==> src/rtl/cdm_pkg.sv <==
package cdm_pkg;
  localparam int unsigned CDM_SYNC_STAGES = 2;
  localparam int unsigned CDM_DEBOUNCE_DEFAULT = 1024;

  typedef struct packed {
    logic inserted;
    logic irq_ins;
    logic irq_rem;
    logic force_off;
  } slot_evt_t;
endpackage

==> src/rtl/cdm_sync.sv <==
module cdm_sync #(
  parameter int unsigned WIDTH  = 1,
  parameter int unsigned STAGES = 2,
  parameter logic [WIDTH-1:0] RST_VAL = '1
) (
  input  logic             clk,
  input  logic             rst_ni,
  input  logic             clr_i,
  input  logic [WIDTH-1:0] d_i,
  output logic [WIDTH-1:0] q_o
);
  logic [STAGES-1:0][WIDTH-1:0] stage_q;

  for (genvar s = 0; s < STAGES; s++) begin : g_stage
    logic [WIDTH-1:0] stage_d;
    if (s == 0) begin : g_first
      assign stage_d = clr_i ? RST_VAL : d_i;
    end else begin : g_rest
      assign stage_d = clr_i ? RST_VAL : stage_q[s-1];
    end
    always_ff @(posedge clk or negedge rst_ni) begin
      if (!rst_ni) stage_q[s] <= RST_VAL;
      else         stage_q[s] <= stage_d;
    end
  end

  assign q_o = stage_q[STAGES-1];
endmodule

==> src/rtl/cdm_debounce.sv <==
module cdm_debounce #(
  parameter int unsigned DEBOUNCE_CYCLES = 1024
) (
  input  logic clk,
  input  logic rst_ni,
  input  logic level_i,
  output logic level_o,
  output logic stable_o
);
  localparam int unsigned CW = (DEBOUNCE_CYCLES > 1) ? $clog2(DEBOUNCE_CYCLES) : 1;
  localparam logic [CW-1:0] CNT_LAST = CW'(DEBOUNCE_CYCLES - 1);

  logic          lvl_q, lvl_d;
  logic [CW-1:0] cnt_q, cnt_d;
  logic          stb_q, stb_d;
  logic          cnt_en;

  assign cnt_en = (level_i == lvl_q) && (cnt_q != CNT_LAST);

  always_comb begin
    lvl_d = lvl_q;
    cnt_d = cnt_q;
    stb_d = stb_q;
    if (level_i != lvl_q) begin
      lvl_d = level_i;
      cnt_d = '0;
      stb_d = 1'b0;
    end else if (cnt_en) begin
      cnt_d = cnt_q + 1'b1;
    end else begin
      stb_d = 1'b1;
    end
  end

  always_ff @(posedge clk or negedge rst_ni) begin
    if (!rst_ni) begin
      lvl_q <= 1'b1;
      cnt_q <= '0;
      stb_q <= 1'b0;
    end else begin
      lvl_q <= lvl_d;
      cnt_q <= cnt_d;
      stb_q <= stb_d;
    end
  end

  assign level_o  = lvl_q;
  assign stable_o = stb_q;

  AST_CNT_BOUND: assert property (@(posedge clk) disable iff (!rst_ni)
    cnt_q <= CNT_LAST);
  AST_CHANGE_UNSETTLES: assert property (@(posedge clk) disable iff (!rst_ni)
    (level_i != lvl_q) |=> !stable_o);
endmodule

==> src/rtl/cdm_slot_events.sv <==
module cdm_slot_events
  import cdm_pkg::*;
(
  input  logic clk,
  input  logic rst_ni,
  input  logic present_i,
  input  logic stable_i,
  input  logic pwr_i,
  input  logic clk_en_i,
  output logic inserted_o,
  output logic irq_ins_o,
  output logic irq_rem_o,
  output logic force_off_o
);
  slot_evt_t evt_q, evt_d;

  always_comb begin
    evt_d.inserted  = stable_i & present_i;
    evt_d.irq_ins   = evt_d.inserted & ~evt_q.inserted;
    evt_d.irq_rem   = ~evt_d.inserted & evt_q.inserted;
    evt_d.force_off = evt_d.irq_rem & pwr_i & clk_en_i;
  end

  always_ff @(posedge clk or negedge rst_ni) begin
    if (!rst_ni) evt_q <= '0;
    else         evt_q <= evt_d;
  end

  assign inserted_o  = evt_q.inserted;
  assign irq_ins_o   = evt_q.irq_ins;
  assign irq_rem_o   = evt_q.irq_rem;
  assign force_off_o = evt_q.force_off;

  AST_IRQ_EXCL: assert property (@(posedge clk) disable iff (!rst_ni)
    !(irq_ins_o && irq_rem_o));
  AST_INS_EDGE: assert property (@(posedge clk) disable iff (!rst_ni)
    irq_ins_o |-> (inserted_o && !$past(inserted_o)));
  AST_REM_EDGE: assert property (@(posedge clk) disable iff (!rst_ni)
    irq_rem_o |-> (!inserted_o && $past(inserted_o)));
  AST_FORCE_GATED: assert property (@(posedge clk) disable iff (!rst_ni)
    force_off_o |-> (irq_rem_o && $past(pwr_i && clk_en_i)));
  AST_INS_NEEDS_CARD: assert property (@(posedge clk) disable iff (!rst_ni)
    $rose(inserted_o) |-> $past(present_i));
endmodule

==> src/rtl/card_slot_monitor.sv <==
module card_slot_monitor
  import cdm_pkg::*;
#(
  parameter int unsigned DEBOUNCE_CYCLES = CDM_DEBOUNCE_DEFAULT,
  parameter int unsigned SYNC_STAGES     = CDM_SYNC_STAGES
) (
  input  logic clk,
  input  logic rst_n,
  input  logic sw_rst_all,
  input  logic cd_n_pin,
  input  logic wp_n_pin,
  input  logic bus_pwr_on,
  input  logic clk_en_on,
  output logic card_present,
  output logic detect_stable,
  output logic card_inserted,
  output logic write_enabled,
  output logic irq_insert,
  output logic irq_remove,
  output logic force_pwr_off,
  output logic force_clk_off
);
  logic [1:0] rst_sync_q;
  logic       rst_ni;
  logic       cd_sync, wp_sync;
  logic       cd_level;
  logic       we_q, we_d;
  logic       force_off;

  always_ff @(posedge clk or negedge rst_n) begin
    if (!rst_n) rst_sync_q <= 2'b00;
    else        rst_sync_q <= {rst_sync_q[0], 1'b1};
  end
  assign rst_ni = rst_sync_q[1];

  cdm_sync #(.WIDTH(1), .STAGES(SYNC_STAGES), .RST_VAL(1'b1)) u_cd_sync (
    .clk(clk), .rst_ni(rst_ni), .clr_i(1'b0), .d_i(cd_n_pin), .q_o(cd_sync)
  );

  cdm_sync #(.WIDTH(1), .STAGES(SYNC_STAGES), .RST_VAL(1'b1)) u_wp_sync (
    .clk(clk), .rst_ni(rst_ni), .clr_i(sw_rst_all), .d_i(wp_n_pin), .q_o(wp_sync)
  );

  cdm_debounce #(.DEBOUNCE_CYCLES(DEBOUNCE_CYCLES)) u_debounce (
    .clk(clk), .rst_ni(rst_ni), .level_i(cd_sync),
    .level_o(cd_level), .stable_o(detect_stable)
  );

  cdm_slot_events u_events (
    .clk(clk), .rst_ni(rst_ni),
    .present_i(~cd_level), .stable_i(detect_stable),
    .pwr_i(bus_pwr_on), .clk_en_i(clk_en_on),
    .inserted_o(card_inserted), .irq_ins_o(irq_insert),
    .irq_rem_o(irq_remove), .force_off_o(force_off)
  );

  assign we_d = sw_rst_all ? 1'b0 : ~wp_sync;

  always_ff @(posedge clk or negedge rst_ni) begin
    if (!rst_ni) we_q <= 1'b0;
    else         we_q <= we_d;
  end

  assign card_present  = rst_ni & ~cd_sync;
  assign write_enabled = we_q;
  assign force_pwr_off = force_off;
  assign force_clk_off = force_off;

  AST_INS_IMPLIES_PRESENT: assert property (@(posedge clk) disable iff (!rst_ni)
    card_inserted |-> $past(detect_stable));
  AST_SWRST_KEEPS_SLOT: assert property (@(posedge clk) disable iff (!rst_ni)
    (sw_rst_all && $past(sw_rst_all) && $stable(cd_sync)) |-> !irq_insert);
  AST_RESET_QUIET: assert property (@(posedge clk)
    !rst_n |-> (!card_inserted && !irq_insert && !irq_remove && !force_off));
endmodule

==> config.mk <==
export PLATFORM = sky130hd
export DESIGN_NAME = card_slot_monitor
export DESIGN_NICKNAME = d
export VERILOG_FILES = /design/src/rtl/cdm_pkg.sv /design/src/rtl/cdm_sync.sv /design/src/rtl/cdm_debounce.sv /design/src/rtl/cdm_slot_events.sv /design/src/rtl/card_slot_monitor.sv
export SDC_FILE = /design/constraint.sdc
export NUM_CORES = 1
export LEC_CHECK = 0
export CORE_ASPECT_RATIO = 0.9
export CORE_MARGIN = 2
export CORE_UTILIZATION = 35
export DETAILED_ROUTE_END_ITERATION = 10
export DONT_BUFFER_PORTS = 1
export PLACE_DENSITY = 0.5
export SYNTH_ARGS = -nofsm -noshare
export SYNTH_HDL_FRONTEND = slang
export SYNTH_SLANG_ARGS = --single-unit
export TNS_END_PERCENT = 5
==> constraint.sdc <==
create_clock -name clk -period 1.96 [get_ports clk]
set_input_delay 0.196 -clock clk [delete_from_list [all_inputs] [get_ports clk]]
set_output_delay 0.196 -clock clk [all_outputs]
set_load 0.1 [all_outputs]
==> flow_metrics.py <==
metrics = {
    "outcome": {
        "status": "completed",
    },
    "finish": {
        "multi_input_area_um2": 370,
        "nNetsFinal": 106,
        "post-route-cell-area_um2": 1170,
        "nFillCells": 246,
        "final_util": 0.436,
        "ff_latch_area_um2": 583,
        "synthToLayoutAreaGrowth_pct": 20.7,
        "diodes": 0,
        "final_layout_size_suffix_gt1_frac": 0.278,
    },
    "grt": {
        "grt_overflow": 0,
        "grt_pass1_vias": 590,
        "use_met1": 0.163,
        "grt_pass1_wl_mm": 2.68,
        "gr-usage-met3": 0.0505,
        "use_met2": 0.161,
        "grtUsageTotal": 0.118,
        "grt_max_degree": 22,
        "antenna_found_initial": 0,
        "grt-busiest-layer": "met1",
    },
    "synth": {
        "syn_inst": 81,
        "synth_top_cell_by_area": "dfrtp_1",
        "syn_area_um2": 968,
        "synth-seq-area-share": 0.601,
        "synth_top_area_frac": 0.465,
        "ys_ff_latch": 23,
        "synth_nets": 89,
        "synth_area_leaders": "dfrtp_1 47%, dfstp_2 14%, mux2i_1 3.1%, and4_1 2.7%, a21oi_1 2.6%",
        "yosys_warnings": 0,
        "synth.avg_cell_area_um2": 12.0,
        "synth_cell_types": 33,
    },
    "pwr": {
        "power_mw": 0.819,
        "p_leak_nw": 0.530,
        "power_density_nw_per_um2": 701,
        "worst_ir_drop_vdd_mv": 0.433,
    },
    "setup_path": {
        "required_ns": 2.21,
        "start_kind": "flip-flop",
        "criticalPathCategory": "flip-flop to flip-flop",
        "crit_path_end_kind": "flip-flop",
        "cp_max_fo": 6,
        "worstPathArrival_ns": 1.80,
    },
    "floorplanning": {
        "initial_utilization": 0.361,
        "die-area_um2": 3200,
        "core_um2": 2680,
        "die_h_um": 53.9,
        "ios": 15,
        "dieWidth_um": 59.4,
        "rows": 18,
    },
    "job": {
        "maxCapViolCount": 0,
    },
    "timing": {
        "drv_slew": 0,
        "period_share": 0.791,
        "hold_viol_final": 0,
        "fin_worst_skew_ns": 0.00276,
        "rsz0062_at_grt": "no",
        "timing.fmax_mhz": 645,
        "finalWorstPathRequiredPeriod_ns": 1.55,
        "finalSetupTns_ns": 0,
        "report.final.setup_viol": 0,
    },
    "cts": {
        "cts_resized": 0,
        "cts.path.max_buffers": 2,
        "numCtsBuffers": 3,
        "cts_tree": "built",
        "h-tree-depth": 1,
        "cts_root_buffer": "clkbuf_4",
        "postCtsHoldBufs": 4,
        "numClockSinks": 23,
        "post_cts_buffers": 0,
        "clk_latency_ns": 0.31,
        "clk_pin_slew_ns": 0.13,
    },
    "placement": {
        "place_congestion": 0.746,
        "portBuffers": 0,
        "dp_hpwl_mm": 1.11,
        "place_area_um2": 1100,
    },
    "route": {
        "wl_per_cell_um": 12.4,
        "drt-initial-drc-count": 19,
        "firstDrtPassIters": 4,
        "drc": 0,
        "via_per_inst": 5.13,
        "drt-total-wl_mm": 1.57,
        "antenna_left": 0,
        "via_count": 652,
    },
    "min_path": {
        "hold_path.class": "input pin to flip-flop",
    },
}
==> final timing paths <==
check / from / to / slack, ns / cells after the start
max: u_debounce.cnt_q[0] / u_debounce.cnt_q[0] / 0.41 / 4
min: bus_pwr_on / u_events.force_off_o / 0.03 / 1
max reg2reg: u_debounce.cnt_q[0] / u_debounce.cnt_q[0] / 0.41 / 4
max in group asynchronous: rst_sync_q[1] / u_wp_sync.stage_q[0] / 1.45 / 1
min reg2reg: rst_sync_q[1] / u_debounce.stable_o / 0.24 / 1
min in group asynchronous: rst_n / rst_sync_q[0] / 0.09 / 1
==> kinds of logic after synthesis <==
kind of cell | Yosys count | synth area share
buffers and inverters | 4 | 0.0194
DFF | 23 | 0.601
adders and majority gates | 1 | 0.0129
muxes | 3 | 0.0310
and+or+nand+nor | 32 | 0.211
AOI/OAI and AO/OA | 14 | 0.0943
other | 1 | 0.00387
xor gates and xnor gates | 3 | 0.0271
==> worst max-delay path: stages, from the launching register on <==
cell and delay [ns]:
dfrtp_1 0.44, ha_1 0.29, nand4_4 0.16, nor3_2 0.35, mux2i_1 0.23
==> routing by layer <==
layer / vias to the layer above / part of all wire
met5: - / 0
met1: 307 / 0.48
li1: 322 / -
met2: 18 / 0.44
met3: 5 / 0.063
met4: 0 / 0.016
==> cells in the mapped netlist <==
master	instances
nor2_1	2
nand4_4	1
dfstp_2	5
a211oi_1	1
nor2b_1	1
ha_1	1
or3_4	1
nor3_1	4
nand2b_1	2
buf_4	1
mux2i_1	3
xnor2_1	2
nand4_1	2
or3_1	1
clkbuf_1	1
xor2_1	1
nand3_1	2
o21ai_0	1
inv_1	2
conb_1	1
nand2_1	6
o2111a_1	1
o21a_1	1
a31oi_1	3
and2_1	1
dfrtp_1	18
or2_2	2
a21o_1	1
a31o_2	1
and4_1	3
a21oi_1	5
nor3_2	1
and3_1	3
==> power by group <==
group / switching (mW) / internal (mW)
clock: 0.147 / 0.0780
sequential: 0.0201 / 0.496
combinational: 0.0454 / 0.0331
==> cell type report <==
class / count / share of cell area
Sequential cell: 23 / 0.499
Multi-Input combinational cell: 54 / 0.317
Timing Repair Buffer: 14 / 0.120
Tap cell: 30 / 0.0321
Clock buffer: 3 / 0.0193
Clock inverter: 1 / 0.00642
Inverter: 2 / 0.00642
==> sequential cells by signal, summed over array words and instances (netlist names) <==
name and flops:
rst_sync_q 2, u_cd_sync.q_o 1, u_cd_sync.stage_q 1, u_debounce.cnt_q 10
u_debounce.level_o 1, u_debounce.stable_o 1, u_events.force_off_o 1, u_events.inserted_o 1
u_events.irq_ins_o 1, u_events.irq_rem_o 1, u_wp_sync.q_o 1, u_wp_sync.stage_q 1
write_enabled 1
==> placed cells by master, fill, tap and decap left out, types with 3 or more instances in the layout <==
master | synthesis | layout
clkbuf_4 | 0 | 3
dlygate4sd3_1 | 0 | 4
a31oi_1 | 3 | 3
buf_4 | 1 | 8
a21oi_1 | 5 | 5
nand2_1 | 6 | 6
nor3_1 | 4 | 4
and3_1 | 3 | 3
dfrtp_1 | 18 | 17
and4_1 | 3 | 3
dfstp_2 | 5 | 5
mux2i_1 | 3 | 3
==> stage by stage <==
step                setup WS [ns]  instances  hold WS [ns]
global placement            0.506        119       -0.0995
floorplan                  0.0515         81       -0.0996
global route                0.290        127       0.00842
CTS                         0.396        127        0.0170
finish                      0.409        127        0.0271
detailed placement          0.441        119       -0.0995
Power figures use the tool's default switching activity.
